### config.mk
export PLATFORM = sky130hd
export DESIGN_NAME = twi_regfile_slave
export DESIGN_NICKNAME = d
export VERILOG_FILES = /design/src/rtl/twi_pkg.sv /design/src/rtl/twi_line_monitor.sv /design/src/rtl/twi_byte_store.sv /design/src/rtl/twi_slave_fsm.sv /design/src/rtl/twi_regfile_slave.sv
export SDC_FILE = /design/constraint.sdc
export NUM_CORES = 1
export LEC_CHECK = 0
export BUFFER_PORTS_ARGS = -buffer_cell sky130_fd_sc_hd__buf_2
export CAP_MARGIN = 0
export CELL_PAD_IN_SITES_DETAIL_PLACEMENT = 0
export CELL_PAD_IN_SITES_GLOBAL_PLACEMENT = 1
export CORE_MARGIN = 1.5
export CORE_UTILIZATION = 30
export DETAILED_ROUTE_END_ITERATION = 6
export GPL_ROUTABILITY_DRIVEN = 0
export GPL_TIMING_DRIVEN = 1
export PLACE_DENSITY = 0.59
export REMOVE_ABC_BUFFERS = 1
export SYNTH_ARGS = -nofsm -noshare
export SYNTH_HDL_FRONTEND = slang
export SYNTH_SLANG_ARGS = --single-unit
### constraint.sdc
create_clock -name clk -period 4.2 [get_ports clk]
set_input_delay 0.42 -clock clk [delete_from_list [all_inputs] [get_ports clk]]
set_output_delay 0.42 -clock clk [all_outputs]
set_load 0.01 [all_outputs]
### src/rtl/twi_pkg.sv
// Shared types for the two-wire register file slave.
// Assumes: one protocol state machine instance per slave.
package twi_pkg;

    // Protocol phases of the slave
    typedef enum logic [3:0] {
        ST_IDLE,      // waiting for a start condition
        ST_DEVADDR,   // shifting in the device address byte
        ST_ACK_DEV,   // driving acknowledge for the device address
        ST_WORDADDR,  // shifting in the word-address byte
        ST_ACK_RX,    // driving acknowledge for a received byte
        ST_WDATA,     // shifting in a write data byte
        ST_RDATA,     // shifting out a read data byte
        ST_RACK,      // sampling the master's acknowledge after a read byte
        ST_IGNORE     // off the bus until the next start or stop
    } twi_state_e;

endpackage

### src/rtl/twi_line_monitor.sv
// Synchronizes the bus clock and data lines to the system clock and
// derives clock edges plus start and stop conditions.
// Assumes: SYNC_STAGES >= 2; both lines idle high; the system clock is
// several times faster than the bus clock so each bus phase spans
// multiple samples.
module twi_line_monitor #(
    parameter int SYNC_STAGES = 2
) (
    input  logic clk,
    input  logic rst_n,
    input  logic scl_raw,
    input  logic sda_raw,
    output logic scl_level,
    output logic sda_level,
    output logic scl_rise,
    output logic scl_fall,
    output logic start_det,
    output logic stop_det
);

    localparam int LANES = 2;  // lane 0 = clock, lane 1 = data

    logic [LANES-1:0] raw_w;
    logic [LANES-1:0] lvl_w;
    logic [LANES-1:0] prv_w;

    assign raw_w = {sda_raw, scl_raw};

    for (genvar g = 0; g < LANES; g++) begin : g_lane
        logic [SYNC_STAGES-1:0] chain_q;
        logic                   prev_q;

        // Shift the raw line through the synchronizer and keep the previous sample
        always_ff @(posedge clk) begin
            if (!rst_n) begin
                chain_q <= '1;
                prev_q  <= 1'b1;
            end else begin
                chain_q <= {chain_q[SYNC_STAGES-2:0], raw_w[g]};
                prev_q  <= chain_q[SYNC_STAGES-1];
            end
        end

        assign lvl_w[g] = chain_q[SYNC_STAGES-1];
        assign prv_w[g] = prev_q;
    end

    // Decode edges and bus conditions from current and previous samples
    always_comb begin
        scl_level = lvl_w[0];
        sda_level = lvl_w[1];
        scl_rise  = lvl_w[0] & ~prv_w[0];
        scl_fall  = ~lvl_w[0] & prv_w[0];
        start_det = lvl_w[0] & prv_w[0] & prv_w[1] & ~lvl_w[1];
        stop_det  = lvl_w[0] & prv_w[0] & ~prv_w[1] & lvl_w[1];
    end

    AST_ONE_EVENT: assert property (@(posedge clk) disable iff (!rst_n)
        $onehot0({start_det, stop_det, scl_rise, scl_fall}));

endmodule

### src/rtl/twi_byte_store.sv
// Byte-wide register storage: one synchronous write port and one
// combinational read port. Contents are not cleared by reset.
// Assumes: write and read addresses are always in range (DEPTH a power of 2).
module twi_byte_store #(
    parameter  int DEPTH = 64,
    parameter  int DW    = 8,
    localparam int AW    = $clog2(DEPTH)
) (
    input  logic          clk,
    input  logic          wr_en,
    input  logic [AW-1:0] wr_addr,
    input  logic [DW-1:0] wr_data,
    input  logic [AW-1:0] rd_addr,
    output logic [DW-1:0] rd_data
);

    logic [DW-1:0] mem_q [DEPTH];

    // Store one byte per write strobe
    always_ff @(posedge clk) begin
        if (wr_en) begin
            mem_q[wr_addr] <= wr_data;
        end
    end

    assign rd_data = mem_q[rd_addr];

endmodule

### src/rtl/twi_slave_fsm.sv
// Protocol engine of the slave: address match, word-address load,
// byte receive and transmit, acknowledge handling and the address pointer.
// Assumes: events come from twi_line_monitor (single-cycle pulses);
// pwr_fail is synchronous to clk; no clock stretching.
module twi_slave_fsm
    import twi_pkg::*;
#(
    parameter int          DW       = 8,
    parameter int          AW       = 6,
    parameter logic [DW-2:0] DEV_ADDR = 7'h68
) (
    input  logic          clk,
    input  logic          rst_n,
    input  logic          pwr_fail,
    input  logic          scl_level,
    input  logic          sda_level,
    input  logic          scl_rise,
    input  logic          scl_fall,
    input  logic          start_det,
    input  logic          stop_det,
    input  logic [DW-1:0] rd_data,
    output logic          sda_oe,
    output logic          wr_en,
    output logic [DW-1:0] wr_data,
    output logic [AW-1:0] ptr
);

    localparam int          CW   = $clog2(DW + 1);
    localparam logic [CW-1:0] BITS = CW'(DW);
    localparam logic [AW-1:0] ONE  = AW'(1);

    twi_state_e    state_q, state_d;
    logic [CW-1:0] cnt_q,   cnt_d;
    logic [DW-1:0] shift_q, shift_d;
    logic [DW-1:0] tx_q,    tx_d;
    logic          rw_q,    rw_d;
    logic          more_q,  more_d;
    logic [AW-1:0] ptr_q,   ptr_d;
    logic          oe_q,    oe_d;
    logic          wr_d;

    // Compute next protocol state, pointer and line drive from bus events
    always_comb begin
        state_d = state_q;
        cnt_d   = cnt_q;
        shift_d = shift_q;
        tx_d    = tx_q;
        rw_d    = rw_q;
        more_d  = more_q;
        ptr_d   = ptr_q;
        oe_d    = oe_q;
        wr_d    = 1'b0;
        if (pwr_fail) begin
            state_d = ST_IDLE;
            cnt_d   = '0;
            ptr_d   = '0;
            oe_d    = 1'b0;
        end else if (start_det) begin
            state_d = ST_DEVADDR;
            cnt_d   = '0;
            oe_d    = 1'b0;
        end else if (stop_det) begin
            state_d = ST_IDLE;
            cnt_d   = '0;
            oe_d    = 1'b0;
        end else begin
            unique case (state_q)
                ST_DEVADDR, ST_WORDADDR, ST_WDATA: begin
                    if (scl_rise && cnt_q != BITS) begin
                        shift_d = {shift_q[DW-2:0], sda_level};
                        cnt_d   = cnt_q + 1'b1;
                    end
                    if (scl_fall && cnt_q == BITS) begin
                        cnt_d = '0;
                        if (state_q == ST_DEVADDR) begin
                            if (shift_q[DW-1:1] == DEV_ADDR) begin
                                oe_d    = 1'b1;
                                rw_d    = shift_q[0];
                                state_d = ST_ACK_DEV;
                            end else begin
                                state_d = ST_IGNORE;
                            end
                        end else if (state_q == ST_WORDADDR) begin
                            ptr_d   = shift_q[AW-1:0];
                            oe_d    = 1'b1;
                            state_d = ST_ACK_RX;
                        end else begin
                            wr_d    = 1'b1;
                            ptr_d   = ptr_q + 1'b1;
                            oe_d    = 1'b1;
                            state_d = ST_ACK_RX;
                        end
                    end
                end
                ST_ACK_DEV: begin
                    if (scl_fall) begin
                        cnt_d = '0;
                        if (rw_q) begin
                            tx_d    = rd_data;
                            oe_d    = ~rd_data[DW-1];
                            state_d = ST_RDATA;
                        end else begin
                            oe_d    = 1'b0;
                            state_d = ST_WORDADDR;
                        end
                    end
                end
                ST_ACK_RX: begin
                    if (scl_fall) begin
                        oe_d    = 1'b0;
                        cnt_d   = '0;
                        state_d = ST_WDATA;
                    end
                end
                ST_RDATA: begin
                    if (scl_rise && cnt_q != BITS) begin
                        cnt_d = cnt_q + 1'b1;
                    end
                    if (scl_fall) begin
                        if (cnt_q == BITS) begin
                            oe_d    = 1'b0;
                            ptr_d   = ptr_q + 1'b1;
                            state_d = ST_RACK;
                        end else begin
                            tx_d = {tx_q[DW-2:0], 1'b0};
                            oe_d = ~tx_q[DW-2];
                        end
                    end
                end
                ST_RACK: begin
                    if (scl_rise) begin
                        more_d = ~sda_level;
                    end
                    if (scl_fall) begin
                        cnt_d = '0;
                        if (more_q) begin
                            tx_d    = rd_data;
                            oe_d    = ~rd_data[DW-1];
                            state_d = ST_RDATA;
                        end else begin
                            state_d = ST_IGNORE;
                        end
                    end
                end
                default: begin
                    state_d = state_q;
                end
            endcase
        end
    end

    // Register protocol state, pointer and data-line drive
    always_ff @(posedge clk) begin
        if (!rst_n) begin
            state_q <= ST_IDLE;
            cnt_q   <= '0;
            shift_q <= '0;
            tx_q    <= '0;
            rw_q    <= 1'b0;
            more_q  <= 1'b0;
            ptr_q   <= '0;
            oe_q    <= 1'b0;
        end else begin
            state_q <= state_d;
            cnt_q   <= cnt_d;
            shift_q <= shift_d;
            tx_q    <= tx_d;
            rw_q    <= rw_d;
            more_q  <= more_d;
            ptr_q   <= ptr_d;
            oe_q    <= oe_d;
        end
    end

    assign sda_oe  = oe_q;
    assign wr_en   = wr_d;
    assign wr_data = shift_q;
    assign ptr     = ptr_q;

    AST_PF_RELEASE: assert property (@(posedge clk) disable iff (!rst_n)
        pwr_fail |=> !oe_q);
    AST_PF_PTR_ZERO: assert property (@(posedge clk) disable iff (!rst_n)
        pwr_fail |=> (ptr_q == '0));
    AST_QUIET_STATE: assert property (@(posedge clk) disable iff (!rst_n)
        (state_q == ST_IDLE || state_q == ST_IGNORE) |-> !oe_q);
    AST_PTR_STEP: assert property (@(posedge clk) disable iff (!rst_n)
        (!pwr_fail && state_q != ST_WORDADDR) |=>
        (ptr_q == $past(ptr_q) || ptr_q == $past(ptr_q) + ONE));
    AST_OE_SCL_LOW: assert property (@(posedge clk) disable iff (!rst_n)
        (!pwr_fail && !start_det && !stop_det && scl_level) |=> $stable(oe_q));
    AST_WR_ACKED: assert property (@(posedge clk) disable iff (!rst_n)
        wr_en |=> oe_q);

endmodule

### src/rtl/twi_regfile_slave.sv
// Top of the two-wire register file slave: line monitor, protocol
// engine and 64-byte storage. The data pad is open drain: sda_oe = 1
// pulls it low. Assumes the pad returns the wired bus level on sda_i.
module twi_regfile_slave #(
    parameter int            DEPTH       = 64,
    parameter int            DW          = 8,
    parameter logic [DW-2:0] DEV_ADDR    = 7'h68,
    parameter int            SYNC_STAGES = 2
) (
    input  logic clk,
    input  logic rst_n,
    input  logic scl_i,
    input  logic sda_i,
    input  logic pwr_fail,
    output logic sda_oe
);

    localparam int AW = $clog2(DEPTH);

    logic          scl_level, sda_level, scl_rise, scl_fall, start_det, stop_det;
    logic          wr_en;
    logic [DW-1:0] wr_data, rd_data;
    logic [AW-1:0] ptr;

    twi_line_monitor #(
        .SYNC_STAGES(SYNC_STAGES)
    ) u_mon (
        .clk      (clk),
        .rst_n    (rst_n),
        .scl_raw  (scl_i),
        .sda_raw  (sda_i),
        .scl_level(scl_level),
        .sda_level(sda_level),
        .scl_rise (scl_rise),
        .scl_fall (scl_fall),
        .start_det(start_det),
        .stop_det (stop_det)
    );

    twi_slave_fsm #(
        .DW      (DW),
        .AW      (AW),
        .DEV_ADDR(DEV_ADDR)
    ) u_fsm (
        .clk      (clk),
        .rst_n    (rst_n),
        .pwr_fail (pwr_fail),
        .scl_level(scl_level),
        .sda_level(sda_level),
        .scl_rise (scl_rise),
        .scl_fall (scl_fall),
        .start_det(start_det),
        .stop_det (stop_det),
        .rd_data  (rd_data),
        .sda_oe   (sda_oe),
        .wr_en    (wr_en),
        .wr_data  (wr_data),
        .ptr      (ptr)
    );

    twi_byte_store #(
        .DEPTH(DEPTH),
        .DW   (DW)
    ) u_store (
        .clk    (clk),
        .wr_en  (wr_en),
        .wr_addr(ptr),
        .wr_data(wr_data),
        .rd_addr(ptr),
        .rd_data(rd_data)
    );

endmodule

==> results.sh, run 1 <==
export IMPL_ctsHtreeMaxLevel=2
export IMPL_cts_buffers=57
export IMPL_critical_path_startpoint="u_fsm.state_q[0]"
export IMPL_synth_top_area_share_pct=69.4
export IMPL_multi_input_area_sq_mm=0.00550
export IMPL_num_vias=11000
export IMPL_yosysUniqueCellTypes=66
export IMPL_skew_ns=0.0113
export IMPL_area_delta_synth_final_pct=14.8
export IMPL_ys_ff_latch=556
export IMPL_ys_top_cells_by_count="512 x edfxtp_1, 117 x mux4_2, 93 x nor2_1"
export IMPL_nets=1225
export IMPL_grt_pass1_wl_microns=77100
export IMPL_antenna_found_initial=0
export IMPL_worstPathRequired_ns=4.44
export IMPL_num_fill_cells=6836
export IMPL_io_buffers=5
export IMPL_drtPass1Iterations=7
export IMPL_synth_edf_count=512
export IMPL_min_from="rst_n"
export IMPL_synthCells=1156
export IMPL_postCtsSetupBuffers=0
export IMPL_failed_checks="DRC"
export IMPL_grt_max_degree=69
export IMPL_slew_viol_final=0
export IMPL_overflow=0
export IMPL_grt_pass1_vias=11300
export IMPL_seq_area_frac_synth_pct=73.4
export IMPL_postCtsResizedCells=0
export IMPL_finalCriticalPeriod_ns=3.47
export IMPL_start_util_pct=30.3
export IMPL_worst_skew_pair_late_latency_ns=0.61
export IMPL_cp_end_kind="flop"
export IMPL_synthTopCellsByArea="edfxtp_1 69%, mux4_2 12%, dfxtp_1 4.0%"
export IMPL_clockBufferDepth=3
export IMPL_utilization_pct=34.8
export IMPL_start_kind="flop"
export IMPL_power_density_mw_per_mm2=436
export IMPL_hold_class="input port to flop"
export IMPL_clock_root_buffer="clkbuf_16"
export IMPL_drt_wl_total_microns=51900
export IMPL_final_setup_worst_slack_ns=0.727
export IMPL_yosysMostFrequentCell="edfxtp_1"
export IMPL_synthArstFlopShare_pct=0
export IMPL_fp_row_count=99
export IMPL_cts_hold_buf=2
export IMPL_grt_util_all_layers_pct=13.9
export IMPL_ant_nets=0
export IMPL_final_area_sq_mm=0.0254
export IMPL_status="finished, violations left"
export IMPL_ir_drop_mv=0.285
export IMPL_post_place_ws_ns=0.807
export IMPL_clock_sinks=556
export IMPL_finalHoldViolCount=0
export IMPL_setup_viol=0
export IMPL_cts_tree="built"
export IMPL_slew_headroom_pct=31.9
export IMPL_drive_gt1_share_pct=22.2
export IMPL_hpwl_microns=31300
export IMPL_drv_cap=0
export IMPL_rsz0062_at_grt="false"
export IMPL_ios=6
export IMPL_syn_area_per_cell_sq_um=19.2
export IMPL_arrival_ns=3.71
export IMPL_cts_clk_slew_worst_paths_ns=0.06
export IMPL_synthFlopType="edfxtp_1"
export IMPL_core_area_sq_mm=0.0731
export IMPL_synth_largest_area_cell="edfxtp_1"
export IMPL_num_antenna_cells=0
export IMPL_min_period_over_period_pct=82.7
export IMPL_wl_per_cell_microns=23.3
export IMPL_die_w_microns=275
export IMPL_die_h_microns=275
export IMPL_path_max_fanout=15
export IMPL_worst_pin_slew_ns=1.01
export IMPL_die_area_sq_mm=0.0755
export IMPL_yosys_warnings=0
export IMPL_avgViaCountPerCell=4.97
export IMPL_drtIter0Drc=1226
export IMPL_fmax_mhz=288
export IMPL_syn_area_sq_mm=0.0222
export IMPL_critPathKind="flop to flop"
export IMPL_power_total_mw=11.1
export IMPL_rr_startpoint="u_fsm.state_q[0]"
export IMPL_seqCellArea_sq_mm=0.0163
export IMPL_placed_area_sq_mm=0.0235
export IMPL_p_leak_nw=8.63
export IMPL_drc_errors=4
==> layer usage <==
layer / up-vias / GRT usage (%) / wire (microns)
li1: 4848 / - / -
met1: 5861 / 19.7 / 23800
met2: 273 / 22.0 / 24600
met3: 66 / 2.36 / 2480
met4: 0 / 3.97 / 1030
met5: - / 0 / 0
==> per-stage QoR <==
stage	hold slack (ns)	std cells	TNS [ns]
after floorplan	0.386	1094	-18.80
after global placement	0.399	2115	0
after detailed placement	0.396	2115	0
after CTS	0.206	2224	0
after global routing	0.211	2224	0
final	0.203	2224	0
==> cell type report <==
cell class                      instances  share of cell area (%)
Tap cell                              959                    4.72
Multi-Input combinational cell        532                    21.6
Clock buffer                           71                    5.98
Sequential cell                       556                    64.0
Clock inverter                         36                    1.49
Inverter                                6                  0.0886
Timing Repair Buffer                   64                    2.06
==> kinds of logic after synthesis <==
| family | count (synthesis) | synth area share [%] |
|---|---|---|
| mux | 188 | 16.2 |
| compound gates | 98 | 3.08 |
| buf+inv | 68 | 1.84 |
| simple gates | 238 | 5.19 |
| fa+ha+maj | 3 | 0.169 |
| xor+xnor | 5 | 0.198 |
| flops | 556 | 73.4 |
==> registers in the layout, summed over array words and instances (netlist names), named ones only <==
register and cells:
u_fsm.cnt_q 4, u_fsm.more_q 1, u_fsm.ptr 6, u_fsm.rw_q 1
u_fsm.sda_oe 1, u_fsm.state_q 4, u_fsm.tx_q 7, u_fsm.wr_data 8
u_mon.g_lane.chain_q 4, u_mon.g_lane.prev_q 2, u_store.mem_q 512
==> placed cells by master, fill, tap and decap left out, types with 5 or more instances in the layout <==
| cell | count |
|---|---|
| a211oi_1 | 9 |
| a21oi_1 | 15 |
| a22o_1 | 5 |
| a22oi_1 | 8 |
| and3_1 | 5 |
| buf_2 | 5 |
| buf_4 | 53 |
| bufinv_16 | 8 |
| clkbuf_1 | 12 |
| clkbuf_16 | 59 |
| clkinv_1 | 14 |
| clkinv_2 | 8 |
| clkinvlp_4 | 5 |
| dfxtp_1 | 33 |
| dfxtp_4 | 7 |
| edfxtp_1 | 512 |
| inv_1 | 6 |
| mux2_2 | 6 |
| mux2i_1 | 50 |
| mux4_1 | 14 |
| mux4_2 | 117 |
| nand2_1 | 44 |
| nand2b_1 | 18 |
| nand3_1 | 13 |
| nand3b_1 | 6 |
| nor2_1 | 93 |
| nor2b_1 | 15 |
| nor3_1 | 15 |
| nor4_1 | 5 |
| o211ai_1 | 6 |
| o21ai_0 | 12 |
| o21ai_1 | 7 |
| o22ai_1 | 5 |
==> path summary, 6_finish.rpt <==
| check | end | slack, ns | cells after the start |
|---|---|---|---|
| worst max-delay path | u_store.mem_q[60][3] | 0.73 | 6 |
| worst min-delay path | u_mon.g_lane[0].prev_q | 0.20 | 2 |
| worst max register to register | u_store.mem_q[60][3] | 0.73 | 6 |
| worst min register to register | u_mon.g_lane[1].chain_q[1] | 0.41 | 1 |
==> where the power goes <==
part           switching, mW  leakage [nW]  internal [mW]
sequential           0.00277          6.01           5.95
combinational         0.0123          1.71        0.00945
clock                   2.07         0.913           3.05
==> critical path: stages (launching register included) <==
cell and delay, ns:
dfxtp_1 0.59, nor3b_1 0.24, nand3_1 0.16, nor3b_1 0.49, nor2b_1 0.36, nand2_1 0.52
nor2_1 0.72
(Power assumes the default switching activity.)
==> run 2, diff against run 1 <==
- PLACE_DENSITY: 0.59 -> 0.61
- clock period: 4.2 -> 3 ns (I/O delays scaled with it)
==> results.sh, run 2 (synthesized netlist as in run 1, its figures left out) <==
export IMPL_overflow=0
export IMPL_finalCriticalPeriod_ns=2.85
export IMPL_avgViaCountPerCell=4.95
export IMPL_drc_errors=4
export IMPL_drive_gt1_share_pct=26.5
export IMPL_start_kind="flop"
export IMPL_grt_pass1_wl_microns=78300
export IMPL_die_w_microns=275
export IMPL_critPathKind="flop to flop"
export IMPL_multi_input_area_sq_mm=0.00551
export IMPL_min_to="u_mon.g_lane[1].chain_q[0]"
export IMPL_num_vias=11300
export IMPL_ir_drop_mv=0.401
export IMPL_hold_class="input port to flop"
export IMPL_io_buffers=5
export IMPL_antenna_found_initial=0
export IMPL_min_from="rst_n"
export IMPL_finalHoldViolCount=0
export IMPL_ctsHtreeMaxLevel=2
export IMPL_drtIter0Drc=1009
export IMPL_worst_skew_pair_late_latency_ns=0.61
export IMPL_num_antenna_cells=0
export IMPL_clock_root_buffer="clkbuf_16"
export IMPL_worst_pin_slew_ns=0.858
export IMPL_ant_nets=0
export IMPL_cts_tree="built"
export IMPL_clockBufferDepth=3
export IMPL_whs_path_depth=3
export IMPL_nets=1287
export IMPL_worstPathRequired_ns=3.53
export IMPL_failed_checks="DRC"
export IMPL_die_h_microns=275
export IMPL_skew_ns=0.0163
export IMPL_final_common_cell="edfxtp_1"
export IMPL_hpwl_microns=32200
export IMPL_wl_per_cell_microns=23.1
export IMPL_grt_pass1_vias=11500
export IMPL_cp_end_kind="flop"
export IMPL_p_leak_nw=9.02
export IMPL_grt_max_degree=68
export IMPL_arrival_ns=3.38
export IMPL_r2r_end="u_fsm.sda_oe"
export IMPL_min_period_over_period_pct=95.0
export IMPL_seqCellArea_sq_mm=0.0163
export IMPL_status="finished, violations left"
export IMPL_area_delta_synth_final_pct=17.3
export IMPL_layout_common_cells="512 x edfxtp_1, 117 x mux4_2, 112 x buf_4, 93 x nor2_1, 57 x clkbuf_16"
export IMPL_tns_ns=0
export IMPL_cts_clk_slew_worst_paths_ns=0.07
export IMPL_power_density_mw_per_mm2=608
export IMPL_die_area_sq_mm=0.0755
export IMPL_rsz0062_at_grt="true"
export IMPL_drv_cap=0
export IMPL_fmax_mhz=351
export IMPL_setup_viol=0
export IMPL_largest_register_ffs=512
export IMPL_postCtsSetupBuffers=0
export IMPL_power_total_mw=15.8
export IMPL_num_fill_cells=6779
export IMPL_drtPass1Iterations=7
export IMPL_slew_viol_final=0
export IMPL_path_max_fanout=20
export IMPL_fp_row_count=99
export IMPL_core_area_sq_mm=0.0731
export IMPL_drt_wl_total_microns=52700
export IMPL_regMostFlops="u_store.mem_q"
export IMPL_slew_headroom_pct=42.8
export IMPL_ios=6
export IMPL_utilization_pct=35.6
export IMPL_placed_area_sq_mm=0.0240
export IMPL_grt_util_all_layers_pct=14.1
export IMPL_whs_ns=0.163
export IMPL_start_util_pct=30.3
export IMPL_r2r_slack_ns=0.15
export IMPL_clock_sinks=556
export IMPL_cts_buffers=57
export IMPL_r2r_cells=7
export IMPL_final_area_sq_mm=0.0260
## run 2: cell types whose count changed in the layout (fill, tap and decap cells not counted), sizes merged
cell | previous run | this run
buf | 62 | 124
bufinv | 8 | 12
clkinvlp | 5 | 1
clkbuf | 71 | 69
inv | 7 | 8
## run 2: area by class of cell
cell class	count	share of cell area [%]
tap	959	4.62
multi-input combinational	532	21.2
sequential	556	62.6
inverter	6	0.0867
timing repair buffer	126	3.95
clock inverter	37	1.85
clock buffer	69	5.66
## run 2: metrics by stage
stage          setup WS [ns]  std cells
6_report               0.149       2285
5_1_grt              -0.0108       2285
4_1_cts               0.0187       2285
3_5_place_dp          0.0390       2177
3_3_place_gp          0.0856       2177
2_1_floorplan          -3.76       1094
## run 2: routing by layer
layer | up-vias | wire, microns | GRT usage, % | share of wire (%)
li1 | 4968 | - | - | -
met1 | 5982 | 24400 | 20.3 | 46
met2 | 296 | 24700 | 22.1 | 47
met3 | 75 | 2400 | 2.27 | 4.5
met4 | 0 | 1160 | 3.95 | 2.2
met5 | - | 0 | 0 | 0
## run 2: how the worst max path moves through the flow
stage / endpoint / slack (ns)
global route: u_store.mem_q[33][1] / -0.01
CTS: u_store.mem_q[2][5] / 0.02
detailed placement: u_store.mem_q[10][1] / 0.04
finish: u_fsm.sda_oe / 0.15
floorplan: u_fsm.tx_q[2] / -3.76
global placement: u_store.mem_q[34][7] / 0.09
## run 2: timing repair
item	CTS	global route
setup endpoints to repair	0	186
resized for setup	0	6
hold endpoints to repair	2	0
hold buffers	2	0
## run 2: critical path: stages (launching register included)
cell and delay [ns]:
dfxtp_4 0.60, buf_12 0.22, buf_12 0.17, mux4_1 0.60
mux4_2 0.51, o21ai_1 0.28, o21ai_1 0.21, o22ai_1 0.14
## run 2: report_power, final
part | internal [mW] | switching [mW]
Sequential | 8.33 | 0.00265
Clock | 4.51 | 2.92
Combinational | 0.0145 | 0.0205
Total | 12.9 | 2.95
==> run 3, diff against run 2 <==
- CTS_CLUSTER_DIAMETER: default -> 60
- PLACE_DENSITY: 0.61 -> default
- PLACE_DENSITY_LB_ADDON: default -> 0.08
==> results.sh, run 3 (synthesized netlist as in run 1, its figures left out) <==
export IMPL_cts_clk_slew_worst_paths_ns=0.06
export IMPL_min_period_over_period_pct=89.1
export IMPL_finalHoldViolCount=0
export IMPL_arrival_ns=2.97
export IMPL_setup_viol=0
export IMPL_grt_util_all_layers_pct=16.4
export IMPL_worst_path_buf_inv=4
export IMPL_slew_viol_final=0
export IMPL_num_vias=11300
export IMPL_largest_register_ffs=512
export IMPL_hpwl_microns=37800
export IMPL_worst_pin_slew_ns=0.867
export IMPL_die_area_sq_mm=0.0755
export IMPL_r2r_end="u_store.mem_q[30][1]"
export IMPL_tns_ns=0
export IMPL_final_common_cell="edfxtp_1"
export IMPL_cts_buffers=69
export IMPL_dp_cells=2199
export IMPL_rsz0062_at_grt="false"
export IMPL_area_delta_synth_final_pct=19.0
export IMPL_cp_common_cell="buf_4"
export IMPL_critPathKind="flop to flop"
export IMPL_cp_depth=11
export IMPL_finalCriticalPeriod_ns=2.67
export IMPL_path_max_fanout=8
export IMPL_utilization_pct=36.1
export IMPL_hold_class="input port to flop"
export IMPL_fmax_mhz=374
export IMPL_cp_end_kind="flop"
export IMPL_postCtsSetupBuffers=0
export IMPL_die_h_microns=275
export IMPL_ant_nets=0
export IMPL_cp_slowest_cell="dfxtp_1"
export IMPL_start_util_pct=30.3
export IMPL_clock_root_buffer="clkbuf_16"
export IMPL_grt_pass1_wl_microns=87800
export IMPL_critical_path_startpoint="u_fsm.cnt_q[0]"
export IMPL_io_buffers=5
export IMPL_worst_skew_pair_late_latency_ns=0.61
export IMPL_num_antenna_cells=0
export IMPL_fp_row_count=99
export IMPL_nets=1321
export IMPL_regMostFlops="u_store.mem_q"
export IMPL_worstSetupEndpoint="u_store.mem_q[30][1]"
export IMPL_ir_drop_mv=0.397
export IMPL_ios=6
export IMPL_avgViaCountPerCell=4.85
export IMPL_r2r_slack_ns=0.33
export IMPL_die_w_microns=275
export IMPL_drv_cap=0
export IMPL_crit_family="simple AND/OR/NAND/NOR gates"
export IMPL_antenna_found_initial=0
export IMPL_p_leak_nw=9.22
export IMPL_drtIter0Drc=848
export IMPL_drive_gt1_share_pct=28.1
export IMPL_slew_headroom_pct=42.2
export IMPL_stdcell_count=2324
export IMPL_skew_ns=0.0296
export IMPL_wl_per_cell_microns=25.9
export IMPL_cts_tree="built"
export IMPL_status="complete, no violations"
export IMPL_r2r_cells=11
export IMPL_drc_errors=0
export IMPL_drt_wl_total_microns=60200
export IMPL_crit_chain="inv_1, ha_1, and3b_1, nand3_1, nor3b_2, buf_4, nor2b_2, nand3_1, buf_4, nor2_1, buf_4"
export IMPL_power_total_mw=16.3
export IMPL_start_kind="flop"
export IMPL_min_from="rst_n"
export IMPL_layout_common_cells="512 x edfxtp_1, 133 x buf_4, 117 x mux4_2, 93 x nor2_1, 72 x clkbuf_16"
export IMPL_clock_sinks=556
export IMPL_grt_max_degree=68
export IMPL_drtPass1Iterations=5
export IMPL_placed_area_sq_mm=0.0242
export IMPL_ctsHtreeMaxLevel=3
export IMPL_final_area_sq_mm=0.0264
export IMPL_grt_pass1_vias=12000
export IMPL_slowest_delay_ns=0.34
export IMPL_core_area_sq_mm=0.0731
export IMPL_rr_startpoint="u_fsm.cnt_q[0]"
export IMPL_power_density_mw_per_mm2=618
export IMPL_clockBufferDepth=3
export IMPL_overflow=0
export IMPL_worstPathRequired_ns=3.29
-- run 3: changes by cell type in the layout (fill, tap and decap cells not counted), sizes merged --
cell	before	now
buf	124	146
bufinv	12	3
clkinv	22	17
inv	8	12
clkinvlp	1	2
clkbuf	69	95
-- run 3: how the worst min path moves through the flow --
| stage | endpoint | cells after the start |
|---|---|---|
| after global routing | u_mon.g_lane[1].chain_q[1] | 3 |
| after global placement | u_mon.g_lane[1].chain_q[1] | 1 |
| after CTS | u_fsm.state_q[0] | 4 |
| after floorplan | u_mon.g_lane[0].chain_q[0] | 1 |
| final | u_mon.g_lane[1].prev_q | 3 |
| after detailed placement | u_mon.g_lane[1].chain_q[1] | 1 |
-- run 3: layout make-up --
class	count	area [sq um]
inverter	6	22.5
sequential	556	16300
timing repair buffer	148	1200
clock buffer	95	1900
multi-input combinational	532	5510
clock inverter	28	251
fill	6874	46700
tap	959	1200
-- run 3: report_power, final --
part           leakage, nW  total [mW]  switching (mW)  internal (mW)
combinational         2.16      0.0359          0.0204         0.0154
clock                 1.05        7.93            3.22           4.71
sequential            6.01        8.34         0.00283           8.34
total                 9.22        16.3            3.24           13.1
-- run 3: layer usage --
metal	global-route usage, %	share of wire, %	vias up
li1	-	-	5031
met1	22.0	45	5923
met2	26.8	48	233
met3	3.34	4.4	88
met4	4.85	2.5	0
met5	0	0	-
-- run 3: tightest hold or removal path, delay by kind of cell --
| family | cells | cell delay [ns] |
|---|---|---|
| buf+inv | 2 | 0.31 |
| simple gates | 1 | 0.09 |
-- run 3: through the flow --
stage	worst slack (ns)	hold slack, ns
2_1_floorplan	-3.76	0.373
3_3_place_gp	-0.0659	0.392
3_5_place_dp	-0.0852	0.396
4_1_cts	0.0904	0.126
5_1_grt	0.0451	0.143
6_report	0.327	0.160
-- run 3: timing repair --
item | CTS | global route
gates resized for setup | 1 | 4
hold endpoints to repair | 2 | 0
endpoints found under the setup margin | 56 | 289
pin swaps | 0 | 0
hold buffers | 2 | 0
